===== config.mk =====
export PLATFORM = sky130hd
export DESIGN_NAME = ecc_err_inject
export DESIGN_NICKNAME = d
export VERILOG_FILES = /design/src/rtl/ecc_inj_pkg.sv /design/src/rtl/ecc_inj_regs.sv /design/src/rtl/ecc_inj_match.sv /design/src/rtl/ecc_inj_flip.sv /design/src/rtl/ecc_err_inject.sv
export SDC_FILE = /design/constraint.sdc
export NUM_CORES = 1
export LEC_CHECK = 0
export BUFFER_PORTS_ARGS = -buffer_cell sky130_fd_sc_hd__buf_2
export CAP_MARGIN = 20
export CORE_MARGIN = 1.5
export CORE_UTILIZATION = 45
export DETAILED_ROUTE_END_ITERATION = 10
export PLACE_DENSITY_LB_ADDON = 0.15
export SLEW_MARGIN = 25
export SYNTH_ARGS = -nofsm -noshare
export SYNTH_HDL_FRONTEND = slang
export SYNTH_HIERARCHICAL = 1
export SYNTH_SLANG_ARGS = --single-unit

===== constraint.sdc =====
create_clock -name clk -period 6 [get_ports clk]
set_clock_uncertainty 0.05 [all_clocks]
set_input_delay 0.6 -clock clk [delete_from_list [all_inputs] [get_ports clk]]
set_output_delay 0.6 -clock clk [all_outputs]
set_load 0.02 [all_outputs]

===== src/rtl/ecc_inj_pkg.sv =====
package ecc_inj_pkg;
  localparam int NUM_FIELDS = 6;

  localparam logic [3:0] RA_MASK = 4'd6;
  localparam logic [3:0] RA_SECT = 4'd7;
  localparam logic [3:0] RA_TYPE = 4'd8;
  localparam logic [3:0] RA_ARM  = 4'd9;

  localparam int ANY_BIT    = 31;
  localparam int TYP_REPEAT = 0;
  localparam int TYP_ECC    = 1;
  localparam int TYP_PAR    = 2;

  function automatic int max_of6(int a, int b, int c, int d, int e, int f);
    int m;
    m = a;
    if (b > m) m = b;
    if (c > m) m = c;
    if (d > m) m = d;
    if (e > m) m = e;
    if (f > m) m = f;
    return m;
  endfunction
endpackage


===== src/rtl/ecc_inj_regs.sv =====
module ecc_inj_regs
  import ecc_inj_pkg::*;
#(
  parameter int REG_W  = 32,
  parameter int MAX_W  = 12,
  parameter int HALF_W = 8,
  parameter int W_DIMM = 1,
  parameter int W_RANK = 2,
  parameter int W_CHAN = 1,
  parameter int W_BANK = 3,
  parameter int W_PAGE = 12,
  parameter int W_COL  = 10
) (
  input  logic              clk,
  input  logic              rst_n,
  input  logic              cfg_we,
  input  logic [3:0]        cfg_addr,
  input  logic [REG_W-1:0]  cfg_wdata,
  output logic [REG_W-1:0]  cfg_rdata,
  input  logic              inj_fire,
  output logic [MAX_W-1:0]  fld_val [NUM_FIELDS],
  output logic              fld_any [NUM_FIELDS],
  output logic [HALF_W-1:0] ecc_mask,
  output logic [1:0]        sect,
  output logic [2:0]        typ,
  output logic              armed
);
  localparam int FW [NUM_FIELDS] = '{W_DIMM, W_RANK, W_CHAN, W_BANK, W_PAGE, W_COL};

  for (genvar i = 0; i < NUM_FIELDS; i++) begin : g_fld
    localparam logic [MAX_W-1:0] LIM = MAX_W'((64'd1 << FW[i]) - 64'd1);
    logic [MAX_W-1:0] val_q;
    logic             any_q;
    always_ff @(posedge clk) begin
      if (!rst_n) begin
        val_q <= '0;
        any_q <= 1'b1;
      end else if (cfg_we && cfg_addr == 4'(i)) begin
        val_q <= cfg_wdata[MAX_W-1:0] & LIM;
        any_q <= cfg_wdata[ANY_BIT];
      end
    end
    assign fld_val[i] = val_q;
    assign fld_any[i] = any_q;
  end

  always_ff @(posedge clk) begin
    if (!rst_n) begin
      ecc_mask <= '0;
      sect     <= '0;
      typ      <= '0;
      armed    <= 1'b0;
    end else begin
      if (cfg_we && cfg_addr == RA_MASK) ecc_mask <= cfg_wdata[HALF_W-1:0];
      if (cfg_we && cfg_addr == RA_SECT) sect     <= cfg_wdata[1:0];
      if (cfg_we && cfg_addr == RA_TYPE) typ      <= cfg_wdata[2:0];
      if (cfg_we && cfg_addr == RA_ARM)
        armed <= |cfg_wdata;
      else if (inj_fire && !typ[TYP_REPEAT])
        armed <= 1'b0;
    end
  end

  always_comb begin
    cfg_rdata = '0;
    for (int i = 0; i < NUM_FIELDS; i++) begin
      if (cfg_addr == 4'(i)) begin
        cfg_rdata[MAX_W-1:0] = fld_val[i];
        cfg_rdata[ANY_BIT]   = fld_any[i];
      end
    end
    case (cfg_addr)
      RA_MASK: cfg_rdata[HALF_W-1:0] = ecc_mask;
      RA_SECT: cfg_rdata[1:0]        = sect;
      RA_TYPE: cfg_rdata[2:0]        = typ;
      RA_ARM:  cfg_rdata[0]          = armed;
      default: ;
    endcase
  end
endmodule


===== src/rtl/ecc_inj_match.sv =====
module ecc_inj_match
  import ecc_inj_pkg::*;
#(
  parameter int MAX_W = 12
) (
  input  logic [MAX_W-1:0] fld_val  [NUM_FIELDS],
  input  logic             fld_any  [NUM_FIELDS],
  input  logic [MAX_W-1:0] addr_fld [NUM_FIELDS],
  output logic             hit
);
  logic [NUM_FIELDS-1:0] fld_ok;

  for (genvar i = 0; i < NUM_FIELDS; i++) begin : g_cmp
    assign fld_ok[i] = fld_any[i] || (addr_fld[i] == fld_val[i]);
  end

  assign hit = &fld_ok;
endmodule


===== src/rtl/ecc_inj_flip.sv =====
module ecc_inj_flip
  import ecc_inj_pkg::*;
#(
  parameter int ECC_W = 16
) (
  input  logic               fire,
  input  logic [ECC_W/2-1:0] ecc_mask,
  input  logic [1:0]         sect,
  input  logic [2:0]         typ,
  output logic [ECC_W-1:0]   ecc_flip,
  output logic [1:0]         par_flip
);
  localparam int HALF_W = ECC_W / 2;

  for (genvar h = 0; h < 2; h++) begin : g_half
    logic sel;
    assign sel = fire && sect[h];
    assign ecc_flip[h*HALF_W +: HALF_W] = (sel && typ[TYP_ECC]) ? ecc_mask : '0;
    assign par_flip[h] = sel && typ[TYP_PAR];
  end
endmodule


===== src/rtl/ecc_err_inject.sv =====
module ecc_err_inject
  import ecc_inj_pkg::*;
#(
  parameter int DATA_W = 32,
  parameter int ECC_W  = 16,
  parameter int DIMM_W = 1,
  parameter int RANK_W = 2,
  parameter int CHAN_W = 1,
  parameter int BANK_W = 3,
  parameter int PAGE_W = 12,
  parameter int COL_W  = 10,
  localparam int ADDR_W = DIMM_W + RANK_W + CHAN_W + BANK_W + PAGE_W + COL_W
) (
  input  logic              clk,
  input  logic              rst_n,
  input  logic              cfg_we,
  input  logic [3:0]        cfg_addr,
  input  logic [31:0]       cfg_wdata,
  output logic [31:0]       cfg_rdata,
  input  logic              wr_valid,
  output logic              wr_ready,
  input  logic [DIMM_W-1:0] wr_dimm,
  input  logic [RANK_W-1:0] wr_rank,
  input  logic [CHAN_W-1:0] wr_chan,
  input  logic [BANK_W-1:0] wr_bank,
  input  logic [PAGE_W-1:0] wr_page,
  input  logic [COL_W-1:0]  wr_col,
  input  logic [DATA_W-1:0] wr_data,
  input  logic [ECC_W-1:0]  wr_ecc,
  input  logic [1:0]        wr_par,
  output logic              mem_valid,
  input  logic              mem_ready,
  output logic [ADDR_W-1:0] mem_addr,
  output logic [DATA_W-1:0] mem_data,
  output logic [ECC_W-1:0]  mem_ecc,
  output logic [1:0]        mem_par,
  output logic              inj_pulse
);
  localparam int HALF_W = ECC_W / 2;
  localparam int MAX_W  = max_of6(DIMM_W, RANK_W, CHAN_W, BANK_W, PAGE_W, COL_W);

  logic [MAX_W-1:0]  fld_val  [NUM_FIELDS];
  logic              fld_any  [NUM_FIELDS];
  logic [MAX_W-1:0]  addr_fld [NUM_FIELDS];
  logic [HALF_W-1:0] ecc_mask;
  logic [1:0]        sect;
  logic [2:0]        typ;
  logic              armed;
  logic              hit;
  logic              xfer;
  logic              inj_fire;
  logic [ECC_W-1:0]  ecc_flip;
  logic [1:0]        par_flip;

  assign addr_fld[0] = MAX_W'(wr_dimm);
  assign addr_fld[1] = MAX_W'(wr_rank);
  assign addr_fld[2] = MAX_W'(wr_chan);
  assign addr_fld[3] = MAX_W'(wr_bank);
  assign addr_fld[4] = MAX_W'(wr_page);
  assign addr_fld[5] = MAX_W'(wr_col);

  ecc_inj_regs #(
    .REG_W(32), .MAX_W(MAX_W), .HALF_W(HALF_W),
    .W_DIMM(DIMM_W), .W_RANK(RANK_W), .W_CHAN(CHAN_W),
    .W_BANK(BANK_W), .W_PAGE(PAGE_W), .W_COL(COL_W)
  ) u_regs (
    .clk(clk), .rst_n(rst_n), .cfg_we(cfg_we), .cfg_addr(cfg_addr),
    .cfg_wdata(cfg_wdata), .cfg_rdata(cfg_rdata), .inj_fire(inj_fire),
    .fld_val(fld_val), .fld_any(fld_any), .ecc_mask(ecc_mask),
    .sect(sect), .typ(typ), .armed(armed)
  );

  ecc_inj_match #(.MAX_W(MAX_W)) u_match (
    .fld_val(fld_val), .fld_any(fld_any), .addr_fld(addr_fld), .hit(hit)
  );

  assign xfer     = wr_valid && mem_ready;
  assign inj_fire = xfer && armed && hit && (|sect) && (typ[TYP_ECC] || typ[TYP_PAR]);

  ecc_inj_flip #(.ECC_W(ECC_W)) u_flip (
    .fire(inj_fire), .ecc_mask(ecc_mask), .sect(sect), .typ(typ),
    .ecc_flip(ecc_flip), .par_flip(par_flip)
  );

  assign mem_valid = wr_valid;
  assign wr_ready  = mem_ready;
  assign mem_addr  = {wr_dimm, wr_rank, wr_chan, wr_bank, wr_page, wr_col};
  assign mem_data  = wr_data;
  assign mem_ecc   = wr_ecc ^ ecc_flip;
  assign mem_par   = wr_par ^ par_flip;

  always_ff @(posedge clk) begin
    if (!rst_n) inj_pulse <= 1'b0;
    else        inj_pulse <= inj_fire;
  end
endmodule


### Yosys cells after proc, flatten, opt, wreduce, memory -nomap -nowiden

Cells that the tools add are included.

* flip-flop bits (word level): 50
* input bits: 120
* output and inout port bits: 114
* logic and storage cells: 89

* equality and inequality tests: 15
* muxes and demuxes: 20
* bitwise operators: 2
* reductions and logical operators: 35

Operators with widths (count)
* OR reduction 32 bit: 1
* two-way mux 12 bit: 2
* logical AND 1 bit: 22
* equality test 4 x 3 -> 1 bit, second input constant: 4
* two-way mux 8 bit: 2
* XOR 16 bit: 1
* equality test 12 bit: 1
* equality test 10 bit: 1
* two-way mux 1 bit: 9
* equality test 4 x 2 -> 1 bit, second input constant: 2
* equality test 4 bit, second input constant: 2
* logical OR 1 bit: 7
* AND reduction 6 bit: 1
* two-way mux 5 bit: 1
* equality test 4 x 1 -> 1 bit, second input constant: 1
* logical NOT 4 bit: 1
* two-way mux 2 bit: 2
* one-hot mux 1 bit (4 select lines): 1
* equality test 3 bit: 1
* two-way mux 3 bit: 1
* one-hot mux 1 bit (3 select lines): 1
* equality test 1 bit: 2
* equality test 2 bit: 1
* one-hot mux 1 bit (2 select lines): 1
* 4 further kinds: 4

### Longest topological paths before layout

Gate-level depths: netlist (run 1).

* depth after elaboration: 10
* mapped depth: 11

### Hierarchy

The synthesis (run 1) kept the hierarchy.

By module, submodules not included
* ecc_inj_regs: times used 1, cells each 334, area each 2962.8 um^2
* ecc_inj_match: times used 1, cells each 98, area each 805.8 um^2
* ecc_err_inject: times used 1, cells each 88, area each 690.7 um^2
* ecc_inj_flip: times used 1, cells each 20, area each 180.2 um^2

### Worst setup path after synthesis (run 1)

Ideal clock, no wire load.

* kind: in2out
* start: in wr_col[4]
* end: out mem_ecc[10]
* arrival time: 2.660 ns
* data required time: 5.350 ns
* setup slack: 2.690 ns
* stages: 10
* path buffers: 1
* cells stage by stage: xor2_1 -> nor4_1 -> a31oi_1 -> nor4_1 -> nor3b_2 -> nand4_1 -> nor2_1 -> buf_6 -> and4_1 -> xor2_1

* longest elaborated chain between the ends: 10

Ends and longest elaborated chain
* start: declaration: RTL line ecc_err_inject.sv:27 `input logic [COL_W-1:0] wr_col,`
* equality test 10 bit: RTL line ecc_inj_match.sv:14 `assign fld_ok[i] = fld_any[i] || (addr_fld[i] == fld_val[i]);`
* logical OR 1 bit: RTL line ecc_inj_match.sv:14
* AND reduction 6 bit: RTL line ecc_inj_match.sv:17 `assign hit = &fld_ok;`
* net hit: RTL line ecc_err_inject.sv:49 `logic hit;`
* logical AND 1 bit (3 in series): RTL line ecc_err_inject.sv:78 `assign inj_fire = xfer && armed && hit && (|sect) && (typ[TYP_ECC] || typ[TYP_PAR]);`
* net inj_fire: RTL line ecc_err_inject.sv:51 `logic inj_fire;`
* logical AND 1 bit: RTL line ecc_inj_flip.sv:17 `assign sel = fire && sect[h];`
* logical AND 1 bit: RTL line ecc_inj_flip.sv:18 `assign ecc_flip[h*HALF_W +: HALF_W] = (sel && typ[TYP_ECC]) ? ecc_mask : '0;`
* two-way mux 8 bit: RTL line ecc_inj_flip.sv:18
* net ecc_flip[10]: RTL line ecc_err_inject.sv:52 `logic [ECC_W-1:0] ecc_flip;`
* XOR 16 bit: RTL line ecc_err_inject.sv:89 `assign mem_ecc = wr_ecc ^ ecc_flip;`
* end: declaration: RTL line ecc_err_inject.sv:35 `output logic [ECC_W-1:0] mem_ecc,`

The timed path passes the listed nets, and every way through them passes these cells.

### Worst setup path in the final report (run 1)

Ends and elaborated chain as after synthesis.

==> run metrics, run 1 <==
ANT cells=0; crit share post-route=68.9%; CP startpoint=wr_col[4]; Synth-to-Final Area Change=5.04%; Mapped Avg Cell Area=between 8 and 9 sq um; flop2flop setup slack=between 2 and 3 ns; flops & latches, synth=50; number of fill cells=991; vias in the first global route=approximately 3,500; num rows=36; status=completed; # setup viols final=0; number of synthesized flops with an enable pin=0; initial antenna violation count=0; Hold Crit Start=u_regs/g_fld[2].val_q[0]; Longest Clk Path Bufs=2; Post-CTS Setup Repair Bufs=0; Critical Path Source Type=input port; Die Wd=between 100 and 150 microns; clock root cell=clkbuf_8; Fin Setup TNS=0 ns; Max Cap Viol=0; most common cell in the synthesized netlist=buf_4; top cells by count, synth=134 x buf_4, 90 x xor2_1, 54 x nor2_1; Slew HR=42.9%; drt wl/cell=around 14 microns; unique cell type count in the Yosys netlist=between 50 and 60; worst setup path class=input port to primary output; Initial Util=a little under half; worst hold path endpoint=u_regs/g_fld[2].val_q[0]; LEAKAGE=0.00272 uW; area of the multi-input gates=around 2900 sq um; max-slew violations=0; sequential element share of the synthesized area=approximately 22%; Hold Path Class=register to register; post-layout power=725 uW; io pins=~230; CTS Sinks=50; Clock transition at path regs=approximately 0.080 ns; Worst-Skew Late Latency=approximately 0.30 ns; fin nets=approximately 770; total CTS buffers=5; Finished Layout Cells=about 780; top-area cell type share of the netlist area=between 20% and 30%; H-tree Lvls=2; post-CTS sizing=0; WP data arrival=roughly 3.5 ns; FF/Latch Area=about 1000 sq um; first-pass GRT wire length=17,600 microns; DRC Markers=0; Post-synth ARST share=0%; final hold vios=0; total track usage=just over 20%; grt total ovfl=0; area of the mapped netlist=around 4600 sq um; DPL Wire Length=~8800 microns; TritonCTS clock tree=yes; synth warn=6; Syn Inst Count=540; Min Clock Period, post-route=4.14 ns; Top FF cell, synth=dfxtp_1; placed insts=roughly 770; vias per cell=between 4 and 5; drt pass-1 iters=4; actual slew at the worst max-slew pin=between 0.8 and 0.9 ns; antenna-violating nets left=0; largest cells by area after synthesis=buf_4 22%, dfxtp_1 22%, xor2_1 17%; r2r startpoint=u_regs/g_fld[5].val_q[0]; Pwr Density=~150 nW/um^2; worst hold path cell count=2; port bufs=150; die height=between 100 and 150 microns; Register-to-Register Path Depth=10; RePlAce Congestion=0.781; Hold Buf Count CTS=0; drt initial violations=143; unrepaired setup endpoints after global routing=false; maximum VDD drop=between 0.00009 and 0.0001 V; Fmax=242 MHz; Req. time, crit path=~5.4 ns; FF-to-FF End=u_regs/armed; largest net degree at the start of global routing=37; Vias=around 3,700; Die Area=~11,000 sq um; CP endpoint kind=primary output; core region area=between 9000 and 10,000 sq um; fraction of layout cells with a size suffix above 1=approximately 28%; WL final=~11,000 microns; dominant cell type by area after synthesis=buf_4; CP max FO=19
## power by group
| group | leakage [uW] | switching (uW) | total [uW] | internal, uW |
|---|---|---|---|---|
| sequential | 0.000404 | 5.13 | 341 | 336 |
| combinational | 0.00228 | 122 | 193 | 71.1 |
| clock | 0.0000373 | 110 | 190 | 80.2 |
| total | 0.00272 | 237 | 725 | 487 |
## per-stage QoR
step | cell area (sq um) | util [%] | hold slack [ns] | worst slack [ns]
after CTS | 4870 | 49.4 | 0.452 | 1.83
after detailed placement | 4790 | 48.5 | 0.440 | 1.85
after global routing | 4870 | 49.4 | 0.477 | 1.54
after floorplan | 5030 | - | 0.404 | 2.69
after global placement | 4790 | 48.5 | 0.431 | 1.87
final | 4870 | 49.4 | 0.451 | 1.86
## layout by cell type, fill, tap and decap left out, types with 4 or more instances in the layout
cell type | synthesis | routed
and4_1 | 10 | 10
nor4_1 | 26 | 26
nor3_1 | 4 | 4
xor2_1 | 90 | 90
dfxtp_1 | 50 | 50
buf_2 | 6 | 150
a21oi_1 | 9 | 9
conb_1 | 2 | 105
nand3_1 | 13 | 13
and3_1 | 4 | 4
clkbuf_8 | 0 | 5
nand2_1 | 16 | 16
mux2i_1 | 49 | 49
and4_2 | 7 | 7
a31oi_1 | 6 | 6
nor2_1 | 54 | 54
## registers in the layout, summed over array words and instances (netlist names)
name and cells:
u_regs/armed 1, u_regs/g_fld.val_q 29, u_regs/sect 2, u_regs/ecc_mask 8, u_regs/g_fld.any_q 6, u_regs/typ 3, inj_pulse 1
## kinds of logic (layout without fill, tap and decap cells)
logic type	after synthesis	in the layout	synth area share [%]
mux	53	53	12.0
compound gates	31	31	4.94
flops	50	50	21.6
buf+inv	159	162	25.4
other cells	2	105	0.162
simple gates	155	155	18.9
xor+xnor	90	90	17.0
## layer usage
layer	routed length [microns]	global-route usage, %	vias up
met3	789	3.43	29
met4	168	5.95	0
met1	4820	25.7	1708
met2	5370	34.8	160
met5	0	0	-
li1	-	-	1823
## worst max-delay path by stage
stage | to | cells after the start
floorplan | mem_ecc[10] | 10
global placement | mem_ecc[7] | 11
detailed placement | mem_ecc[7] | 11
CTS | mem_ecc[7] | 11
global route | mem_ecc[2] | 11
finish | mem_ecc[10] | 11
## cell type report
class	instances	area share [%]
Clock buffer	6	1.49
Clock inverter	1	0.154
Inverter	4	0.308
Multi-Input combinational cell	434	58.5
Sequential cell	50	20.5
Tap cell	133	3.41
Timing Repair Buffer	151	15.6
## worst max-delay path: stages
cell and delay, ns:
buf_2 0.11, xor2_1 0.14, nor4_1 0.39, a31oi_1 0.15
nor4_1 0.39, nor3b_2 0.23, nand4_1 0.14, nor2_1 0.67
and4_1 0.32, xor2_1 0.16, buf_2 0.19
(Power assumes the default switching activity.)
==> run 2, diff against run 1 <==
CORE_UTILIZATION = 43   (was 45)
clock period = 3.69 ns   (was 6 ns; I/O delays follow)
==> run 2 against run 1 <==
  * Clock power grew 82%
  * Highest routed layer unchanged
  * First-iteration DRC count increased by 17%
  * Setup slack got worse by 1.7 ns
  * Critical path type is now register to primary output
  * Sequential share of layout area shrank 0.13 points
  * Wire length increased by 3.8%
  * Non-clock buffer count increased by 2
==> run metrics, run 2 (synthesis gave the netlist of run 1 again) <==
TritonCTS clock tree=yes; initial antenna violation count=1 (+1); LEAKAGE=0.00274 uW (+0.60%); crit share post-route=95.5%; WP buf/inv=2 (unchanged); cell family with most CP delay=simple AND/OR/NAND/NOR gates; status=completed; Initial Util=44.5% (-2.5 points); # setup viols final=0 (unchanged); largest reg by FF count=u_regs/g_fld.val_q; CP endpoint kind=primary output; WP data arrival=3.11 ns (-0.38 ns); grt total ovfl=0 (unchanged); num rows=37 (+2.8%); WL final=11,600 microns (+3.8%); Fin Setup TNS=0 ns (unchanged); Slew HR=50.3% (+7.4 points); vias in the first global route=3,474 (-0.14%); antenna-violating nets left=0 (unchanged); Hold Path Class=input port to register; Pwr Density=248 nW/um^2 (+67%); Die Area=11,400 sq um (+4.5%); RePlAce Congestion=0.832 (+6.5%); Post-CTS Setup Repair Bufs=0 (unchanged); maximum VDD drop=0.000141 V (+53%); max-slew violations=0 (unchanged); DP Worst Slack=0.407 ns (-1.44 ns); r2r startpoint=u_regs/g_fld[5].val_q[4]; most frequent cells in the layout=150 x buf_2, 105 x conb_1, 90 x xor2_1, 54 x nor2_1, 50 x dfxtp_1; unrepaired setup endpoints after global routing=false; CTS Sinks=50 (unchanged); actual slew at the worst max-slew pin=0.746 ns (-0.108 ns); die height=107 microns (+2.2%); Vias=3,730 (+0.27%); Min Clock Period, post-route=3.52 ns; final hold vios=0 (unchanged); Final WS setup=0.166 ns (-1.70 ns); Synth-to-Final Area Change=5.69%; largest net degree at the start of global routing=44 (+19%); drt wl/cell=14.7 microns (+2.9%); slowest cell on the critical path=nor4_1; first-pass GRT wire length=17,600 microns (-0.31%); Die Wd=107 microns (+2.2%); io pins=234 (unchanged); leading cell type in the layout, fill and taps excluded=buf_2; DRC Markers=0 (unchanged); CP startpoint=u_regs/g_fld[5].val_q[4]; Req. time, crit path=3.27 ns (-2.08 ns); Longest Clk Path Bufs=2 (unchanged); max incr delay on CP=0.43 ns (-0.24 ns); post-layout power=1220 uW (+68%); core region area=10,400 sq um (+5.6%); DPL Wire Length=9120 microns (+3.4%); CP max FO=19 (unchanged); area post-placement=4810 sq um (+0.39%); total track usage=19.7% (-0.47 points); Worst-Skew Late Latency=0.32 ns (+0.02 ns); Fmax=between 200 and 300 MHz; port bufs=150 (unchanged); worst setup path class=register to primary output; Clock transition at path regs=0.11 ns (+0.03 ns); Hold Crit Start=cfg_wdata[9]; Hold Buf Count CTS=0 (unchanged); post-CTS sizing=0 (unchanged); H-tree Lvls=2 (unchanged); clock root cell=clkbuf_8; fin nets=768 (+0.26%); Largest register FFs=29 (unchanged); Critical Path Source Type=register; Max Cap Viol=0 (unchanged); drt pass-1 iters=4 (unchanged); final instance area=4900 sq um (+0.62%); biggest registers after layout=u_regs/g_fld.val_q (29), u_regs/ecc_mask (8), u_regs/g_fld.any_q (6); fraction of layout cells with a size suffix above 1=28.0% (+0.33 points); drt initial violations=168 (+17%); crit path cell chain=xor2_1 > nor4_1 > a31oi_1 > nor4_1 > nor3b_2 > nand4_1 > nor2_1 > buf_4 > and4_1 > xor2_1 > buf_2; vias per cell=4.75 (-0.62%); total CTS buffers=5 (unchanged)
## run 2: changes by cell type in the layout (fill, tap and decap cells not counted), sizes merged
cell / previous run / this run
buf: 151 / 153
clkbuf: 6 / 5
clkinv: 1 / 2
diode: 0 / 1
inv: 3 / 4
## run 2: final timing paths
| kind | slack (ns) | cells past startpoint | to |
|---|---|---|---|
| max | 0.17 | 11 | mem_ecc[9] |
| min | 0.26 | 3 | u_regs/g_fld[5].val_q[9] |
| max reg2reg | 1.02 | 11 | u_regs/armed |
| min reg2reg | 0.45 | 2 | u_regs/g_fld[1].val_q[0] |
## run 2: metrics by stage
| stage | cells | hold WS [ns] | utilization, % |
|---|---|---|---|
| 5_1_grt | 786 | 0.274 | 47.1 |
| 6_report | 786 | 0.261 | 47.1 |
| 4_1_cts | 785 | 0.257 | 47.1 |
| 3_3_place_gp | 777 | 0.430 | 46.2 |
| 2_1_floorplan | 643 | 0.381 | - |
| 3_5_place_dp | 777 | 0.431 | 46.2 |
## run 2: layer usage
| layer | up-vias | global-route usage [%] | wire, microns | share of wire (%) |
|---|---|---|---|---|
| li1 | 1830 | - | - | - |
| met1 | 1725 | 25.3 | 5010 | 43 |
| met2 | 152 | 33.9 | 5620 | 49 |
| met3 | 23 | 3.10 | 760 | 6.6 |
| met4 | 0 | 6.19 | 185 | 1.6 |
| met5 | - | 0 | 0 | 0 |
## run 2: power by group
group          switching [uW]  internal (uW)
logic                     199            116
registers                8.42            547
clock network             208            137
## run 2: cell type report
cell class              count  area [sq um]
fillers                  1083          5510
multi-input cells         434          2850
flip-flops and latches     50          1000
repair buffers            153           773
well taps                 136           170
clock buffers               5          68.8
clock inverters             3          25.0
inverters                   4          15.0
diodes                      1          2.50
## run 2: worst reg2reg max path: cells and delay by family, from the launching register on
family	cells	cell delay [ns]
AO/OA/AOI/OAI	3	0.40
XOR/XNOR	1	0.16
buffers and inverters	2	0.26
flip-flops	1	0.35
AND/OR/NAND/NOR	5	1.31
==> run 3, diff against run 2 <==
CORE_UTILIZATION = 40   (was 43)
SYNTH_HIERARCHICAL = not set   (was 1)
==> run 3 against run 2 <==
  * Critical path depth fell by 5
  * Via count fell by 9.8%
  * Power fell by 0.45%
  * Register-to-register slack improved by 0.44 ns
  * Count of clock-buffer cells in the layout did not move
  * Synthesized area fell by 14%
  * Utilization fell by 2.2 points
  * Critical endpoint is now mem_ecc[4]
  * Sequential cell count did not move
  * Sequential share of layout area rose by 2.5 points
  * Final cell count fell by 16%
  * Global-route usage fell by 0.16 points
  * Clock power rose by 16%
==> run metrics, run 3 <==
CTS Sinks=50 (unchanged); post-layout util=44.9% (-2.2 points); post-CTS sizing=0 (unchanged); initial antenna violation count=0 (-1); area of the multi-input gates=2300 sq um (-19%); area of the mapped netlist=4010 sq um (-14%); actual slew at the worst max-slew pin=0.933 ns (+0.187 ns); TritonCTS clock tree=yes; Final WS setup=0.580 ns (+0.414 ns); die height=103 microns (-3.6%); dominant cell type by area after synthesis=dfxtp_1; Slew HR=37.6% (-13 points); RePlAce Congestion=0.809 (-2.7%); most common cell in the synthesized netlist=buf_4; DP Worst Slack=0.892 ns (+0.484 ns); largest reg by FF count=u_regs.g_fld.val_q; status=completed; Synth Area in Adders=0% (unchanged); post-synthesis compound-gate area fraction=7.06% (+2.1 points); io pins=234 (unchanged); largest cells by area after synthesis=dfxtp_1 25%, buf_4 16%, mux2i_1 11%; biggest registers after layout=u_regs.g_fld.val_q (29), u_regs.ecc_mask (8), u_regs.g_fld.any_q (6); drt pass-1 iters=4 (unchanged); largest family of logic cells by synthesized area=simple AND/OR/NAND/NOR gates; worst setup path class=register to primary output; CP max FO=20 (+1); grt total ovfl=0 (unchanged); H-tree Lvls=2 (unchanged); Req. time, crit path=3.27 ns (about the same); clock root cell=clkbuf_8; num rows=36 (-2.7%); Mapped Avg Cell Area=8.61 sq um (+0.25%); Hold Path Class=input port to register; Initial Util=41.2% (-3.4 points); Fmax=322 MHz (+13%); vias per cell=5.07 (+6.8%); WP data arrival=2.69 ns (-0.42 ns); WL final=10,500 microns (-9.3%); top cells by count, synth=84 x buf_4, 50 x dfxtp_1, 46 x mux2i_1; Critical Path Source Type=register; final hold vios=0 (unchanged); Pwr Density=277 nW/um^2 (+12%); leading cell type in the layout, fill and taps excluded=buf_2; ANT cells=0 (-1); post-layout power=1210 uW (-0.45%); antenna-violating nets left=0 (unchanged); unrepaired setup endpoints after global routing=false; synth warn=0 (-6); Largest register FFs=29 (unchanged); drt initial violations=151 (-10%); total CTS buffers=5 (unchanged); fraction of layout cells with a size suffix above 1=35.0% (+7.0 points); Fin Setup TNS=0 ns (unchanged); Synth Area in Simple Gates=24.8% (+5.9 points); area share of xor/xnor cells in the synthesized design=10.3% (-6.7 points); Die Area=10,600 sq um (-7.0%); post-synthesis mux area share=13.2% (+1.2 points); core region area=9730 sq um (-6.6%); sequential element share of the synthesized area=25.0% (+3.4 points); Min Clock Period, post-route=3.11 ns (-0.414 ns); Clock transition at path regs=0.09 ns (-0.02 ns); Max Cap Viol=0 (unchanged); largest net degree at the start of global routing=52 (+18%); most frequent cells in the layout=150 x buf_2, 50 x dfxtp_1, 46 x mux2i_1, 40 x nor2b_1, 38 x xor2_1; Post-CTS Setup Repair Bufs=0 (unchanged); flops & latches, synth=50 (unchanged); port bufs=150 (unchanged); Top FF cell, synth=dfxtp_1; DRC Markers=0 (unchanged); Die Wd=103 microns (-3.6%); Synth-to-Final Area Change=9.09%; CP endpoint kind=primary output; Syn Inst Count=465 (-14%); unique cell type count in the Yosys netlist=46 (-15%); number of synthesized flops with an enable pin=0 (unchanged); Worst-Skew Late Latency=0.31 ns (about the same); Longest Clk Path Bufs=2 (unchanged); maximum VDD drop=0.000132 V (-6.5%); # setup viols final=0 (unchanged); Vias=3,366 (-9.8%); drt wl/cell=15.8 microns (+7.3%); DPL Wire Length=8010 microns (-12%); first-pass GRT wire length=15,700 microns (-10%); fin nets=650 (-15%); number of fill cells=1,015 (-6.3%); total track usage=19.6% (-0.16 points); vias in the first global route=3,058 (-12%); top-area cell type share of the netlist area=25.0% (+3.3 points); LEAKAGE=0.00189 uW (-31%); FF/Latch Area=1000 sq um (unchanged); max-slew violations=0 (unchanged); crit share post-route=84.3% (-11 points); Hold Buf Count CTS=0 (unchanged); Post-synth ARST share=0% (unchanged)
==> run 3: cell count changes in the layout (fill, tap and decap cells not counted), sizes merged, moves of 9 or more <==
cell | before | now
and4 | 17 | 1
conb | 105 | 19
nand3 | 14 | 27
nor2 | 55 | 18
nor2b | 3 | 40
xnor2 | 0 | 9
xor2 | 90 | 38
==> run 3: layout make-up <==
class,count,share of cell area [%]
clock buffers,5,1.58
clock inverters,3,1.00
inverters,4,0.344
multi-input cells,316,52.7
flip-flops and latches,50,22.9
well taps,133,3.81
repair buffers,153,17.7
==> run 3: metal layers <==
| metal | track usage, % | wire length [microns] | share of wire, % |
|---|---|---|---|
| met3 | 2.92 | 773 | 7.4 |
| met4 | 5.20 | 146 | 1.4 |
| met2 | 33.7 | 4840 | 46 |
| met5 | 0 | 0 | 0 |
| met1 | 25.6 | 4740 | 45 |
==> run 3: kinds of logic after synthesis <==
logic type / after synthesis
and+or+nand+nor: 159
buffers and inverters: 117
muxes: 51
DFF: 50
xor gates and xnor gates: 47
AOI/OAI and AO/OA: 40
other: 1
==> run 3: worst max-delay path: stages, from the launching register on <==
cell      delay, ns
dfxtp_1        0.69
o22a_4         0.24
o211ai_2       0.07
or4_4          0.69
nor4_2         0.32
xor2_1         0.18
buf_2          0.18
==> run 3: worst paths after layout <==
path	from	to	slack, ns	cells past startpoint
hold / removal	cfg_wdata[11]	u_regs.g_fld[4].val_q[11]	0.28	3
setup reg to reg	u_regs.typ[1]	u_regs.armed	1.46	5
setup / recovery	u_regs.typ[1]	mem_ecc[4]	0.58	6
hold reg to reg	u_regs.g_fld[1].val_q[0]	u_regs.g_fld[1].val_q[0]	0.43	2
==> run 3: where the power goes <==
part / total (uW) / switching, uW / internal (uW)
registers: 555 / 8.62 / 546
clock network: 400 / 197 / 204
logic: 254 / 159 / 95.0
==> run 3: metrics by stage <==
step	std cells	hold WS [ns]	area, sq um
global placement	656	0.420	4260
CTS	664	0.277	4370
finish	664	0.282	4370
global route	664	0.312	4370
detailed placement	656	0.423	4260
floorplan	483	0.391	4070
